### config.mk
export PLATFORM = sky130hd
export DESIGN_NAME = wake_cause_flags
export DESIGN_NICKNAME = d
export VERILOG_FILES = /design/src/rtl/wcf_pkg.sv /design/src/rtl/wcf_edge_detect.sv /design/src/rtl/wcf_sticky_bit.sv /design/src/rtl/wcf_irq_merge.sv /design/src/rtl/wake_cause_flags.sv
export SDC_FILE = /design/constraint.sdc
export NUM_CORES = 1
export LEC_CHECK = 0
export BUFFER_PORTS_ARGS = -buffer_cell sky130_fd_sc_hd__buf_2
export CORE_MARGIN = 2
export CORE_UTILIZATION = 40
export CTS_BUF_LIST = sky130_fd_sc_hd__clkbuf_8
export DETAILED_ROUTE_END_ITERATION = 8
export PLACE_DENSITY = 0.88
export SLEW_MARGIN = 0
export SYNTH_ARGS = -nofsm -noshare
export SYNTH_HDL_FRONTEND = slang
export SYNTH_SLANG_ARGS = --single-unit
export TNS_END_PERCENT = 5
### constraint.sdc
create_clock -name clk -period 1.1 [get_ports clk]
set_clock_uncertainty 0.15 [all_clocks]
set_input_delay 0.055 -clock clk [delete_from_list [all_inputs] [get_ports clk]]
set_output_delay 0.055 -clock clk [all_outputs]
set_load 0.03 [all_outputs]
### src/rtl/wcf_pkg.sv
package wcf_pkg;
  localparam int NUM_FLAGS = 6;
  localparam int NUM_SRC   = 5;
  localparam int NUM_IRQ   = 3;
  localparam int NUM_INT   = 7;

  // flag word positions (software-visible)
  localparam int FLG_PB      = 0;
  localparam int FLG_PWR_UP  = 1;
  localparam int FLG_PWR_DN  = 2;
  localparam int FLG_AWAKE   = 3;
  localparam int FLG_XFER    = 4;
  localparam int FLG_TICK    = 5;

  // source vector positions (internal)
  localparam int SRC_PB    = 0;
  localparam int SRC_PWR   = 1;
  localparam int SRC_AWAKE = 2;
  localparam int SRC_XFER  = 3;
  localparam int SRC_TICK  = 4;

  // flags cleared automatically by a low-power mode request
  localparam logic [NUM_FLAGS-1:0] AUTOCLR_MASK = 6'b000001;

  // flag membership of each shared interrupt line
  localparam logic [NUM_IRQ-1:0][NUM_FLAGS-1:0] IRQ_MAP =
    {6'b110000, 6'b000110, 6'b001001};
endpackage

### src/rtl/wcf_edge_detect.sv
module wcf_edge_detect #(
  parameter int W = 5
) (
  input  logic         clk,
  input  logic         rst_n,
  input  logic [W-1:0] lvl_i,
  output logic [W-1:0] rise_o,
  output logic [W-1:0] fall_o
);
  logic [W-1:0] prev_q;
  logic [W-1:0] prev_d;

  always_comb begin
    prev_d = lvl_i;
    rise_o = lvl_i & ~prev_q;
    fall_o = ~lvl_i & prev_q;
  end

  always_ff @(posedge clk or negedge rst_n) begin
    if (!rst_n) prev_q <= '0;
    else        prev_q <= prev_d;
  end
endmodule

### src/rtl/wcf_sticky_bit.sv
module wcf_sticky_bit (
  input  logic clk,
  input  logic rst_n,
  input  logic set_i,
  input  logic clr_i,
  input  logic auto_clr_i,
  output logic q_o
);
  logic en;
  logic d;

  always_comb begin
    en = set_i | clr_i | auto_clr_i;
    d  = set_i;
  end

  always_ff @(posedge clk or negedge rst_n) begin
    if (!rst_n)  q_o <= 1'b0;
    else if (en) q_o <= d;
  end

  AST_SET_WINS: assert property (@(posedge clk) disable iff (!rst_n)
    set_i |=> q_o);
  AST_ZERO_CLEARS: assert property (@(posedge clk) disable iff (!rst_n)
    ((clr_i || auto_clr_i) && !set_i) |=> !q_o);
  AST_IDLE_HOLDS: assert property (@(posedge clk) disable iff (!rst_n)
    (!set_i && !clr_i && !auto_clr_i) |=> $stable(q_o));
endmodule

### src/rtl/wcf_irq_merge.sv
module wcf_irq_merge
  import wcf_pkg::*;
(
  input  logic [NUM_FLAGS-1:0] flags_i,
  output logic [NUM_IRQ-1:0]   irq_o
);
  for (genvar l = 0; l < NUM_IRQ; l++) begin : g_line
    assign irq_o[l] = |(flags_i & IRQ_MAP[l]);
  end
endmodule

### src/rtl/wake_cause_flags.sv
module wake_cause_flags
  import wcf_pkg::*;
(
  input  logic                 clk,
  input  logic                 rst_n,
  input  logic                 pb_in,
  input  logic                 pll_ok_in,
  input  logic                 wake_tmr_in,
  input  logic                 xfer_busy_in,
  input  logic                 rtc_tick_in,
  input  logic                 mode_req_in,
  input  logic                 wr_en,
  input  logic [NUM_FLAGS-1:0] wr_data,
  input  logic [NUM_INT-1:0]   int_raw_in,
  output logic [NUM_FLAGS-1:0] flags_out,
  output logic [NUM_IRQ-1:0]   irq_out,
  output logic [NUM_INT-1:0]   int_raw_out
);
  logic [NUM_SRC-1:0]   src_lvl;
  logic [NUM_SRC-1:0]   src_rise;
  logic [NUM_SRC-1:0]   src_fall;
  logic [NUM_FLAGS-1:0] flag_set;
  logic [NUM_FLAGS-1:0] flag_clr;
  logic [NUM_FLAGS-1:0] flag_auto;

  always_comb begin
    src_lvl            = '0;
    src_lvl[SRC_PB]    = pb_in;
    src_lvl[SRC_PWR]   = pll_ok_in;
    src_lvl[SRC_AWAKE] = wake_tmr_in;
    src_lvl[SRC_XFER]  = xfer_busy_in;
    src_lvl[SRC_TICK]  = rtc_tick_in;
  end

  wcf_edge_detect #(.W(NUM_SRC)) u_edges (
    .clk    (clk),
    .rst_n  (rst_n),
    .lvl_i  (src_lvl),
    .rise_o (src_rise),
    .fall_o (src_fall)
  );

  always_comb begin
    flag_set             = '0;
    flag_set[FLG_PB]     = src_rise[SRC_PB];
    flag_set[FLG_PWR_UP] = src_rise[SRC_PWR];
    flag_set[FLG_PWR_DN] = src_fall[SRC_PWR];
    flag_set[FLG_AWAKE]  = src_rise[SRC_AWAKE];
    flag_set[FLG_XFER]   = src_rise[SRC_XFER];
    flag_set[FLG_TICK]   = src_rise[SRC_TICK];
    flag_clr             = {NUM_FLAGS{wr_en}} & ~wr_data;
    flag_auto            = {NUM_FLAGS{mode_req_in}} & AUTOCLR_MASK;
  end

  for (genvar i = 0; i < NUM_FLAGS; i++) begin : g_flag
    wcf_sticky_bit u_bit (
      .clk        (clk),
      .rst_n      (rst_n),
      .set_i      (flag_set[i]),
      .clr_i      (flag_clr[i]),
      .auto_clr_i (flag_auto[i]),
      .q_o        (flags_out[i])
    );
  end

  wcf_irq_merge u_irq (
    .flags_i (flags_out),
    .irq_o   (irq_out)
  );

  assign int_raw_out = int_raw_in;

  AST_PB_NEEDS_PRESS: assert property (@(posedge clk) disable iff (!rst_n)
    $rose(flags_out[FLG_PB]) |-> $past(pb_in));
  AST_DOWN_NEEDS_LOSS: assert property (@(posedge clk) disable iff (!rst_n)
    $rose(flags_out[FLG_PWR_DN]) |-> !$past(pll_ok_in));
  AST_UP_NEEDS_GOOD: assert property (@(posedge clk) disable iff (!rst_n)
    $rose(flags_out[FLG_PWR_UP]) |-> $past(pll_ok_in));
  AST_MODE_SPARES: assert property (@(posedge clk) disable iff (!rst_n)
    (mode_req_in && !wr_en) |=>
      ((flags_out[NUM_FLAGS-1:1] & $past(flags_out[NUM_FLAGS-1:1]))
        == $past(flags_out[NUM_FLAGS-1:1])));
  AST_QUIET_LINES: assert property (@(posedge clk) disable iff (!rst_n)
    (flags_out == '0) |-> (irq_out == '0));
endmodule

### Word-level counts from Yosys, hierarchy flattened

Cells that the tools add are included.

| storage, ports and cells | value |
|---|---|
| bits in registers | 11 |
| input bits | 22 |

| operators by class | value |
|---|---|
| bitwise operators | 13 |
| reductions and logical operators | 3 |

Operators with widths:

| kind | number |
|---|---|
| $or 1x1->1 | 7 |
| $and 6x6->6 | 1 |
| $not 6->6 | 1 |
| $reduce_or 2->1 | 3 |
| $and 5x5->5 | 1 |
| $not 5->5 | 1 |
| $and 2x2->2 | 1 |
| $not 2->2 | 1 |

### Logic depth before layout (Yosys ltp)

Gate-level depths: netlist of the first run.

| logic depth | value |
|---|---|
| depth in word-level cells | 4 |
| depth in mapped cells | 2 |
| depth with buffers taken out | 2 |

### Cells and area by module

From an unflattened synthesis of the first run, not the netlist that was laid out.

| second synthesis, totals | value |
|---|---|
| cells, all modules | 50 |
| area total of the unflattened synthesis | 573.0 µm² |

By module, submodules not included:

| module | instances | cells each | area an instance (µm²) | seq. area each (µm²) |
|---|---|---|---|---|
| wcf_sticky_bit | 6 | 3 | 38.8 | 25.0 |
| wcf_edge_detect | 1 | 15 | 212.7 | 125.1 |
| wake_cause_flags | 1 | 14 | 108.9 | 0.0 |
| wcf_irq_merge | 1 | 3 | 18.8 | 0.0 |

### Least setup slack after synthesis of the first run

Ideal clock, no wire load.

| timing | value |
|---|---|
| path kind | reg2out |
| start point | reg g_flag[2].u_bit.q_o |
| end point | out irq_out[1] |
| arrival time | 0.738 ns |
| slack | 0.157 ns |
| stages on the path, launching flop included | 2 |
| path buffers | 0 |
| cell sequence | dfrtp_1 > or2_2 |

| on the way | value |
|---|---|
| cells in the longest elaborated chain, start to end | 1 |

RTL lines:

| element | RTL line | source |
|---|---|---|
| start: declaration | wcf_sticky_bit.sv:7 | `output logic q_o` |
| start signal: assignment | wcf_sticky_bit.sv:18 | `if (!rst_n) q_o <= 1'b0;` |
| start signal: assignment | wcf_sticky_bit.sv:19 | `else if (en) q_o <= d;` |
| $reduce_or 2->1 | wcf_irq_merge.sv:8 | `assign irq_o[l] = \|(flags_i & IRQ_MAP[l]);` |
| end: declaration | wake_cause_flags.sv:16 | `output logic [NUM_IRQ-1:0] irq_out,` |

Every way passes these cells.

### Worst setup path after layout of the first run

| timing | value |
|---|---|
| start point | reg g_flag[0].u_bit.q_o |
| end point | out irq_out[0] |

| on the way | value |
|---|---|
| cells in the longest elaborated chain, start to end | 1 |

RTL lines:

| element | RTL line |
|---|---|
| start: declaration | wcf_sticky_bit.sv:7 |
| start signal: assignment | wcf_sticky_bit.sv:18 |
| start signal: assignment | wcf_sticky_bit.sv:19 |
| $reduce_or 2->1 | wcf_irq_merge.sv:8 |

Every way passes these cells.

==> flow_summary.json, run 1 <==
{
  "synthAdderAreaFrac_pct": 0,
  "synth.cell_area_um2": 519,
  "r2r_cells": 3,
  "required_ps": 890,
  "rows": 12,
  "synthTopCellsByArea": "dfrtp_1, buf_4, a22o_1",
  "gp_congestion": 0.611,
  "cpMaxStageDelayCell": "dfrtp_1",
  "crit_type": "reg -> out",
  "synth_top_area_share_pct": 53.0,
  "seq_area_um2": 275,
  "clkLatencyLatePin_ps": 230,
  "syn2layout_area_growth_pct": 71.8,
  "multi_input_area_um2": 131,
  "cts_sinks": 11,
  "cts.reportedPaths.clkPinSlew_ps": 50,
  "fmax_mhz": 833,
  "synth_top_cell_by_area": "dfrtp_1",
  "syn_nets": 67,
  "setup_ws_ps": -100,
  "slew_headroom_pct": 79.2,
  "power_density_nw_per_um2": 1370,
  "synthSimpleGateAreaFrac_pct": 12.3,
  "worstSetupStartpointType": "flop",
  "mostFrequentLayoutCells": "dlygate4sd3_1, buf_2, dfrtp_1",
  "grt_overflow": 0,
  "rsz0062_at_grt": "yes",
  "status": "finished with violations",
  "drive_above_1_share_pct": 43.4,
  "via_per_inst": 4.44,
  "root_buffer": "clkbuf_8",
  "cap_viol_max_count": 0,
  "reg2reg_to": "g_flag[0].u_bit.q_o",
  "path_max_fanout": 2,
  "period_needed_ps": 1200,
  "avgSynthCellArea_um2": 11.5,
  "drtIter0Drc": 2,
  "die_y_um": 40.0,
  "grt_first_pass_wirelength_mm": 1.73,
  "die_area_um2": 1600,
  "drc_errors": 0,
  "hp-class": "in -> reg",
  "drt_first_pass_iters": 5,
  "h-tree-depth": 1,
  "antenna_found_initial": 0,
  "route.detailed.wl_per_inst_um": 13.0,
  "maxSlewViolCount": 0,
  "tightest_slew_ps": 310,
  "yosys_warnings": 0,
  "portBuffers": 23,
  "arrival_ps": 1000,
  "placed_cell_area_um2": 554,
  "hold_start": "wr_data[5]",
  "via_count": 431,
  "synth_compound_area_share_pct": 11.6,
  "fin_area_um2": 892,
  "holdPathStages": 3,
  "fin_crit_sh_pct": 109,
  "crit_chain": "or2_4 -> buf_6",
  "holdPathEnd": "g_flag[5].u_bit.q_o",
  "worstSetupEndpointType": "output pin",
  "r2r_setup_slack_ps": 110,
  "synth_top_family_by_area": "buffers and inverters",
  "yosysUniqueCellTypes": 9,
  "die_x_um": 40.0,
  "yosysSeqAreaShare_pct": 53.0,
  "failed_checks": "setup timing",
  "start_util_pct": 44.9,
  "synth-seq-cells": 11,
  "cts_tree": "yes",
  "hold_violations": 0,
  "track_usage_pct": 17.5,
  "layout_commonest_cell": "dlygate4sd3_1",
  "finalSetupViolations": 3,
  "grt_pass1_vias": 420,
  "cts_made_buffers": 3,
  "core_um2": 1160,
  "wl_mm": 1.26,
  "design.final.nets": 106,
  "synthMuxAreaShare_pct": 0,
  "synth_xor_area_share_pct": 0,
  "grt_max_degree": 12,
  "postSynthCellCount": 45,
  "diodes": 0,
  "io_pins": 38,
  "r2r_start": "g_flag[0].u_bit.q_o",
  "pre_cts_ws_ps": 59.6,
  "slowest_delay_ps": 380,
  "fillCellCount": 68,
  "ant_nets": 0,
  "clockBufferDepth": 2,
  "ir_drop_v": 0.00131,
  "p_leak_uw": 0.000450,
  "tns_ps": -281
}
[per-layer routing]
metal	track usage (%)	wire [µm]	part of all wire (%)	vias to the layer above
met2	33.5	708	56	20
met4	7.76	0	0	0
li1	-	-	-	205
met3	5.56	80	6.3	0
met1	16.7	476	38	206
met5	0	0	0	-
[cells by family (layout without fill, tap and decap cells)]
logic type | count (synthesis) | count (layout)
buffers and inverters | 19 | 57
flip-flops | 11 | 11
AND/OR/NAND/NOR | 9 | 9
AO/OA/AOI/OAI | 6 | 6
[area by class of cell]
type / instances / area share, %
multi-input cells: 15 / 14.7
inverters: 6 / 2.52
clock inverters: 1 / 0.421
well taps: 14 / 1.96
repair buffers: 47 / 44.9
clock buffers: 3 / 4.63
flip-flops and latches: 11 / 30.9
[registers in the layout, summed over array words and instances, names as in the netlist]
register,cells
u_edges.prev_q,5
g_flag.u_bit.q_o,6
[synth_stat cells]
cell type and number:
a22o_1 4, buf_4 13, dfrtp_1 11, inv_1 6, nand2b_1 5, nor2b_4 1
o2bb2ai_1 1, o32ai_2 1, or2_2 3
[per-stage QoR]
step / utilization (%) / total power, µW / std cells / hold WS [ps]
after detailed placement: 47.9 / 665 / 69 / -215
after CTS: 76.5 / 1220 / 97 / 11.9
after floorplan: - / 668 / 45 / -391
final: 77.2 / 1220 / 97 / 26.6
after global routing: 77.2 / 1290 / 97 / 30.9
after global placement: 47.9 / 661 / 69 / -221
[where the power goes]
part	switching [µW]	internal, µW
Clock	135	244
Sequential	21.0	439
Combinational	185	195
Total	341	878
[how the worst max path moves through the flow]
stage                             start         end  slack, ps  cells after the start
floorplan           g_flag[2].u_bit.q_o  irq_out[1]        160                      1
global placement    g_flag[3].u_bit.q_o  irq_out[0]         60                      2
detailed placement  g_flag[3].u_bit.q_o  irq_out[0]         60                      2
CTS                 g_flag[3].u_bit.q_o  irq_out[0]       -100                      2
global route        g_flag[3].u_bit.q_o  irq_out[0]       -140                      2
finish              g_flag[0].u_bit.q_o  irq_out[0]       -100                      2
[what timing repair did]
action,CTS,global route
setup endpoints to repair,3,9
endpoints found under the hold margin,29,0
hold buffers,19,0
setup buffers,5,0
pin swaps,1,3
cloned,0,0
resized for setup,19,2
[critical path: cells and delay by family, from the launching register on]
kind	cells	cell delay (ps)
flip-flops	1	380
AND/OR/NAND/NOR	1	250
buffers and inverters	1	130
(Power assumes the default switching activity.)
==> run 2: changes to the inputs <==
- CELL_PAD_IN_SITES_DETAIL_PLACEMENT: unset -> 2
- CELL_PAD_IN_SITES_GLOBAL_PLACEMENT: unset -> 2
- CORE_UTILIZATION: 40 -> 23
- PLACE_DENSITY: 0.88 -> 0.87
- SYNTH_HIERARCHICAL: unset -> 1
==> run 2 against run 1 <==
Against the previous run: the flow still finishes with violations (setup timing); register-to-register slack worse by 40 ps; synthesized cell count is 2.2% higher; sequential share of layout area rose by 1.5 points; maximum frequency decreased by 1.9%; final cell count increased by 16%; critical path depth unchanged; critical path type unchanged.
==> flow_summary.json, run 2 <==
{
  "status": "finished with violations",
  "failed_checks": "setup timing",
  "grt_overflow": 0,
  "grtUsageMet1_pct": 12.7,
  "die_y_um": 52.4,
  "gp_congestion": 0.638,
  "grt.busiest_layer": "met2",
  "cts_setup_buffers": 0,
  "ir_drop_v": 0.000529,
  "final_util_pct": 38.7,
  "path_max_fanout": 3,
  "synth.cell_area_um2": 538,
  "yosys_warnings": 6,
  "multi_input_area_um2": 225,
  "cts_tree": "yes",
  "reg.largest.list": "g_flag.u_bit/q_o x6, u_edges/prev_q x5",
  "fin_crit_sh_pct": 111,
  "r2r_setup_slack_ps": 70,
  "required_ps": 890,
  "dp_hpwl_um": 892,
  "syn2layout_area_growth_pct": 59.1,
  "drc_errors": 0,
  "ant_nets": 0,
  "cts_made_buffers": 3,
  "reg2reg_to": "g_flag[2].u_bit/q_o",
  "grt_max_degree": 12,
  "cts_sinks": 11,
  "cts.reportedPaths.clkPinSlew_ps": 50,
  "via_count": 448,
  "place_inst": 94,
  "die_x_um": 52.4,
  "h-tree-depth": 1,
  "drtIter0Drc": 0,
  "holdPathEnd": "g_flag[5].u_bit/q_o",
  "diodes": 0,
  "largest_reg_flops": 6,
  "power_density_nw_per_um2": 1310,
  "grtUsageMet2_pct": 17.3,
  "finalSetupViolations": 3,
  "track_usage_pct": 10.7,
  "crit_type": "reg -> out",
  "worstSetupStartpointType": "flop",
  "slowest_delay_ps": 390,
  "clockBufferDepth": 2,
  "fmax_mhz": 817,
  "mostFrequentLayoutCells": "buf_2, dlygate4sd3_1, and2b_2",
  "grt_pass1_vias": 477,
  "drt_first_pass_iters": 1,
  "setup_ws_ps": -124,
  "hold_start": "rtc_tick_in",
  "regMostFlops": "g_flag.u_bit/q_o",
  "r2r_start": "u_edges/prev_q[1]",
  "worstSetupEndpointType": "output pin",
  "start_util_pct": 24.3,
  "fillCellCount": 264,
  "cpMaxStageDelayCell": "dfrtp_1",
  "wl_mm": 1.27,
  "root_buffer": "clkbuf_8",
  "rows": 17,
  "clkLatencyLatePin_ps": 240,
  "crit_chain": "or2_1 -> buf_6",
  "portBuffers": 23,
  "design.final.nets": 108,
  "avgSynthCellArea_um2": 11.7,
  "antenna_found_initial": 0,
  "drive_above_1_share_pct": 48.2,
  "io_pins": 38,
  "period_needed_ps": 1220,
  "hp-class": "in -> reg",
  "die_area_um2": 2740,
  "maxSlewViolCount": 0,
  "layoutNonFillerInstCount": 113,
  "postSynthCellCount": 46,
  "rsz0062_at_grt": "yes",
  "seq_area_um2": 277,
  "route.detailed.wl_per_inst_um": 11.2,
  "arrival_ps": 1020,
  "p_leak_uw": 0.000435,
  "holdPathStages": 3,
  "r2r_cells": 2,
  "cap_viol_max_count": 0,
  "core_um2": 2210,
  "layout_commonest_cell": "buf_2",
  "met3_usage_pct": 2.57,
  "hold_violations": 0,
  "grt_first_pass_wirelength_mm": 2.03,
  "via_per_inst": 3.96
}
==> run 2: worst max-delay path: cells and delay by family, from the launching register on <==
family | cells | cell delay [ps]
and+or+nand+nor | 1 | 250
DFF | 1 | 390
buffers and inverters | 1 | 140
==> run 2: layout make-up <==
cell class / count / area share (%)
Timing Repair Buffer: 38 / 32.0
Sequential cell: 11 / 32.3
Tap cell: 28 / 4.09
Multi-Input combinational cell: 32 / 26.3
Clock buffer: 3 / 4.82
Clock inverter: 1 / 0.439
==> run 2: per-stage QoR <==
stage	cell area, µm²	setup WS [ps]	TNS [ps]	total power [µW]	hold slack [ps]
after global routing	856	-175	-453	1190	21.7
after detailed placement	652	64.0	0	651	-208
after floorplan	554	-8.82	-43.7	619	-391
final	856	-124	-309	1120	0.692
after global placement	652	97.5	0	644	-213
after CTS	846	-144	-433	1140	-3.21
==> run 2: how the worst max path moves through the flow <==
stage	start	to	cells past startpoint
after floorplan	g_flag[3].u_bit/q_o	g_flag[3].u_bit/q_o	2
after global routing	g_flag[1].u_bit/q_o	irq_out[1]	2
final	g_flag[1].u_bit/q_o	irq_out[1]	2
after CTS	g_flag[1].u_bit/q_o	irq_out[1]	2
after global placement	u_edges/prev_q[1]	g_flag[2].u_bit/q_o	2
after detailed placement	u_edges/prev_q[1]	g_flag[2].u_bit/q_o	2
==> run 2: where the power goes <==
part / internal (µW) / switching, µW / leakage (µW)
combinational: 128 / 149 / 0.000277
clock: 245 / 149 / 0.0000269
sequential: 434 / 14.6 / 0.000132
total: 807 / 313 / 0.000435
==> run 2: per-layer routing <==
layer | share of wire (%) | vias up
met2 | 51 | 26
met4 | 1.3 | 0
met1 | 40 | 211
met5 | 0 | -
li1 | - | 209
met3 | 7.7 | 2
==> run 2: repair_timing <==
action | 4_1_cts | 5_1_grt
hold buffers | 13 | 2
gates resized for setup | 6 | 2
hold endpoints to repair | 25 | 2
pin swaps | 1 | 0
endpoints found under the setup margin | 3 | 5
==> run 3: changes to the inputs <==
- BUFFER_PORTS_ARGS: -buffer_cell sky130_fd_sc_hd__buf_2 -> unset
- CORE_UTILIZATION: 23 -> 35
- DONT_BUFFER_PORTS: unset -> 1
- RECOVER_POWER: unset -> 100
==> run 3 against run 2 <==
Against the previous run: via count shrank 14%; combinational power shrank 7.2%; highest routed layer unchanged; wire length grew 9.9%; the run still ends with setup timing left; critical path type unchanged; critical endpoint is now irq_out[0].
==> flow_summary.json, run 3 (synthesis gave the netlist of run 2 again) <==
{
  "ant_nets": 0,
  "p_leak_uw": 0.000374,
  "status": "finished with violations",
  "die_x_um": 43.2,
  "hold_start": "wr_en",
  "fin_crit_sh_pct": 104,
  "p_comb_share_pct": 23.3,
  "hold_violations": 0,
  "cts.reportedPaths.clkPinSlew_ps": 50,
  "fmax_mhz": 875,
  "hp-class": "in -> reg",
  "cp.depth": 1,
  "cts_tree": "yes",
  "ir_drop_v": 0.000767,
  "setup_ws_ps": -42.9,
  "cts_sinks": 11,
  "cpMaxStageDelayCell": "dfrtp_1",
  "netSwitchingPower_uw": 310,
  "drt_first_pass_iters": 2,
  "period_needed_ps": 1140,
  "intPower_uw": 794,
  "h-tree-depth": 1,
  "path_max_fanout": 3,
  "drc_errors": 0,
  "grt_pass1_vias": 439,
  "swShare_pct": 28.1,
  "gp_congestion": 0.615,
  "rsz0062_at_grt": "yes",
  "required_ps": 890,
  "grt_first_pass_wirelength_mm": 2.13,
  "r2r_setup_slack_ps": 0,
  "worstSetupStartpointType": "flop",
  "arrival_ps": 940,
  "reg.largest.list": "g_flag.u_bit/q_o x6, u_edges/prev_q x5",
  "power_uw": 1100,
  "fin_area_um2": 777,
  "worstSetupStartpoint": "g_flag[0].u_bit/q_o",
  "syn2layout_area_growth_pct": 44.4,
  "dp_hpwl_um": 785,
  "portBuffers": 0,
  "cts_made_buffers": 3,
  "via_per_inst": 4.54,
  "seqPwrFrac_pct": 40.9,
  "wl_mm": 1.39,
  "r2r_cells": 3,
  "grt_max_degree": 12,
  "cap_viol_max_count": 0,
  "route.detailed.wl_per_inst_um": 16.4,
  "core_um2": 1470,
  "slew_headroom_pct": 64.0,
  "drive_above_1_share_pct": 37.7,
  "grt_overflow": 0,
  "track_usage_pct": 17.7,
  "clockBufferDepth": 2,
  "reg2reg_to": "g_flag[1].u_bit/q_o",
  "maxSlewViolCount": 0,
  "slowest_delay_ps": 410,
  "crit_type": "reg -> out",
  "clkLatencyLatePin_ps": 240,
  "crit_family": "flip-flops",
  "tns_ps": -102,
  "antenna_found_initial": 0,
  "mostFrequentLayoutCells": "dlygate4sd3_1, and2b_2, dfrtp_1",
  "io_pins": 38,
  "drtIter0Drc": 1,
  "placed_cell_area_um2": 567,
  "p_clk_share_pct": 35.8,
  "failed_checks": "setup timing",
  "die_area_um2": 1870,
  "power_density_nw_per_um2": 1420,
  "worst-path-buf-inv": 0,
  "design.final.nets": 92,
  "rows": 14,
  "crit_chain": "or2_4",
  "finalSetupViolations": 3,
  "largest_reg_flops": 6,
  "r2r_start": "g_flag[1].u_bit/q_o",
  "root_buffer": "clkbuf_8",
  "worstSetupEndpointType": "output pin",
  "via_count": 386,
  "fillCellCount": 154,
  "layout_commonest_cell": "dlygate4sd3_1",
  "seq_area_um2": 277,
  "cp-endpoint": "irq_out[0]",
  "start_util_pct": 36.6,
  "regMostFlops": "g_flag.u_bit/q_o",
  "die_y_um": 43.2,
  "diodes": 0,
  "multi_input_area_um2": 233,
  "tightest_slew_ps": 539
}
## run 3: worst min-delay path by stage
stage	end	slack, ps	depth (start not counted)
after floorplan	g_flag[0].u_bit/q_o	-390	0
after global placement	g_flag[4].u_bit/q_o	-390	0
after detailed placement	g_flag[4].u_bit/q_o	-390	0
after CTS	g_flag[1].u_bit/q_o	50	3
after global routing	g_flag[5].u_bit/q_o	60	3
final	g_flag[1].u_bit/q_o	60	3
## run 3: stage by stage
| stage | std cells | setup slack (ps) | utilization, % | hold WS [ps] |
|---|---|---|---|---|
| 2_1_floorplan | 50 | -8.82 | - | -391 |
| 3_3_place_gp | 65 | 98.2 | 38.5 | -390 |
| 3_5_place_dp | 65 | 70.3 | 38.5 | -390 |
| 4_1_cts | 84 | -52.3 | 52.4 | 48.5 |
| 5_1_grt | 85 | -79.5 | 52.8 | 59.7 |
| 6_report | 85 | -42.9 | 52.8 | 57.4 |
## run 3: final cells by class
cell class              instances  share of cell area [%]
flip-flops and latches         11                    35.6
clock inverters                 1                   0.483
well taps                      16                    2.58
repair buffers                 22                    26.1
multi-input cells              32                    30.0
clock buffers                   3                    5.31
## run 3: timing repair
action	CTS	global route
hold endpoints to repair	29	1
cloned	0	0
setup buffers	1	0
pin swaps	1	0
hold buffers	14	1
endpoints found under the setup margin	3	6
resized for setup	4	2
## run 3: power groups by stage
stage	Combinational [µW]	Clock [µW]	Sequential [µW]
2_1_floorplan	128	0	491
3_3_place_gp	153	0	454
3_5_place_dp	158	0	457
4_1_cts	256	420	450
5_1_grt	272	439	455
6_report	257	395	451
## run 3: layer usage
| metal | up-vias | share of wire, % | track usage, % |
|---|---|---|---|
| li1 | 177 | - | - |
| met1 | 189 | 34 | 18.0 |
| met2 | 18 | 59 | 30.7 |
| met3 | 2 | 6.0 | 6.81 |
| met4 | 0 | 1.0 | 9.09 |
| met5 | - | 0 | 0 |
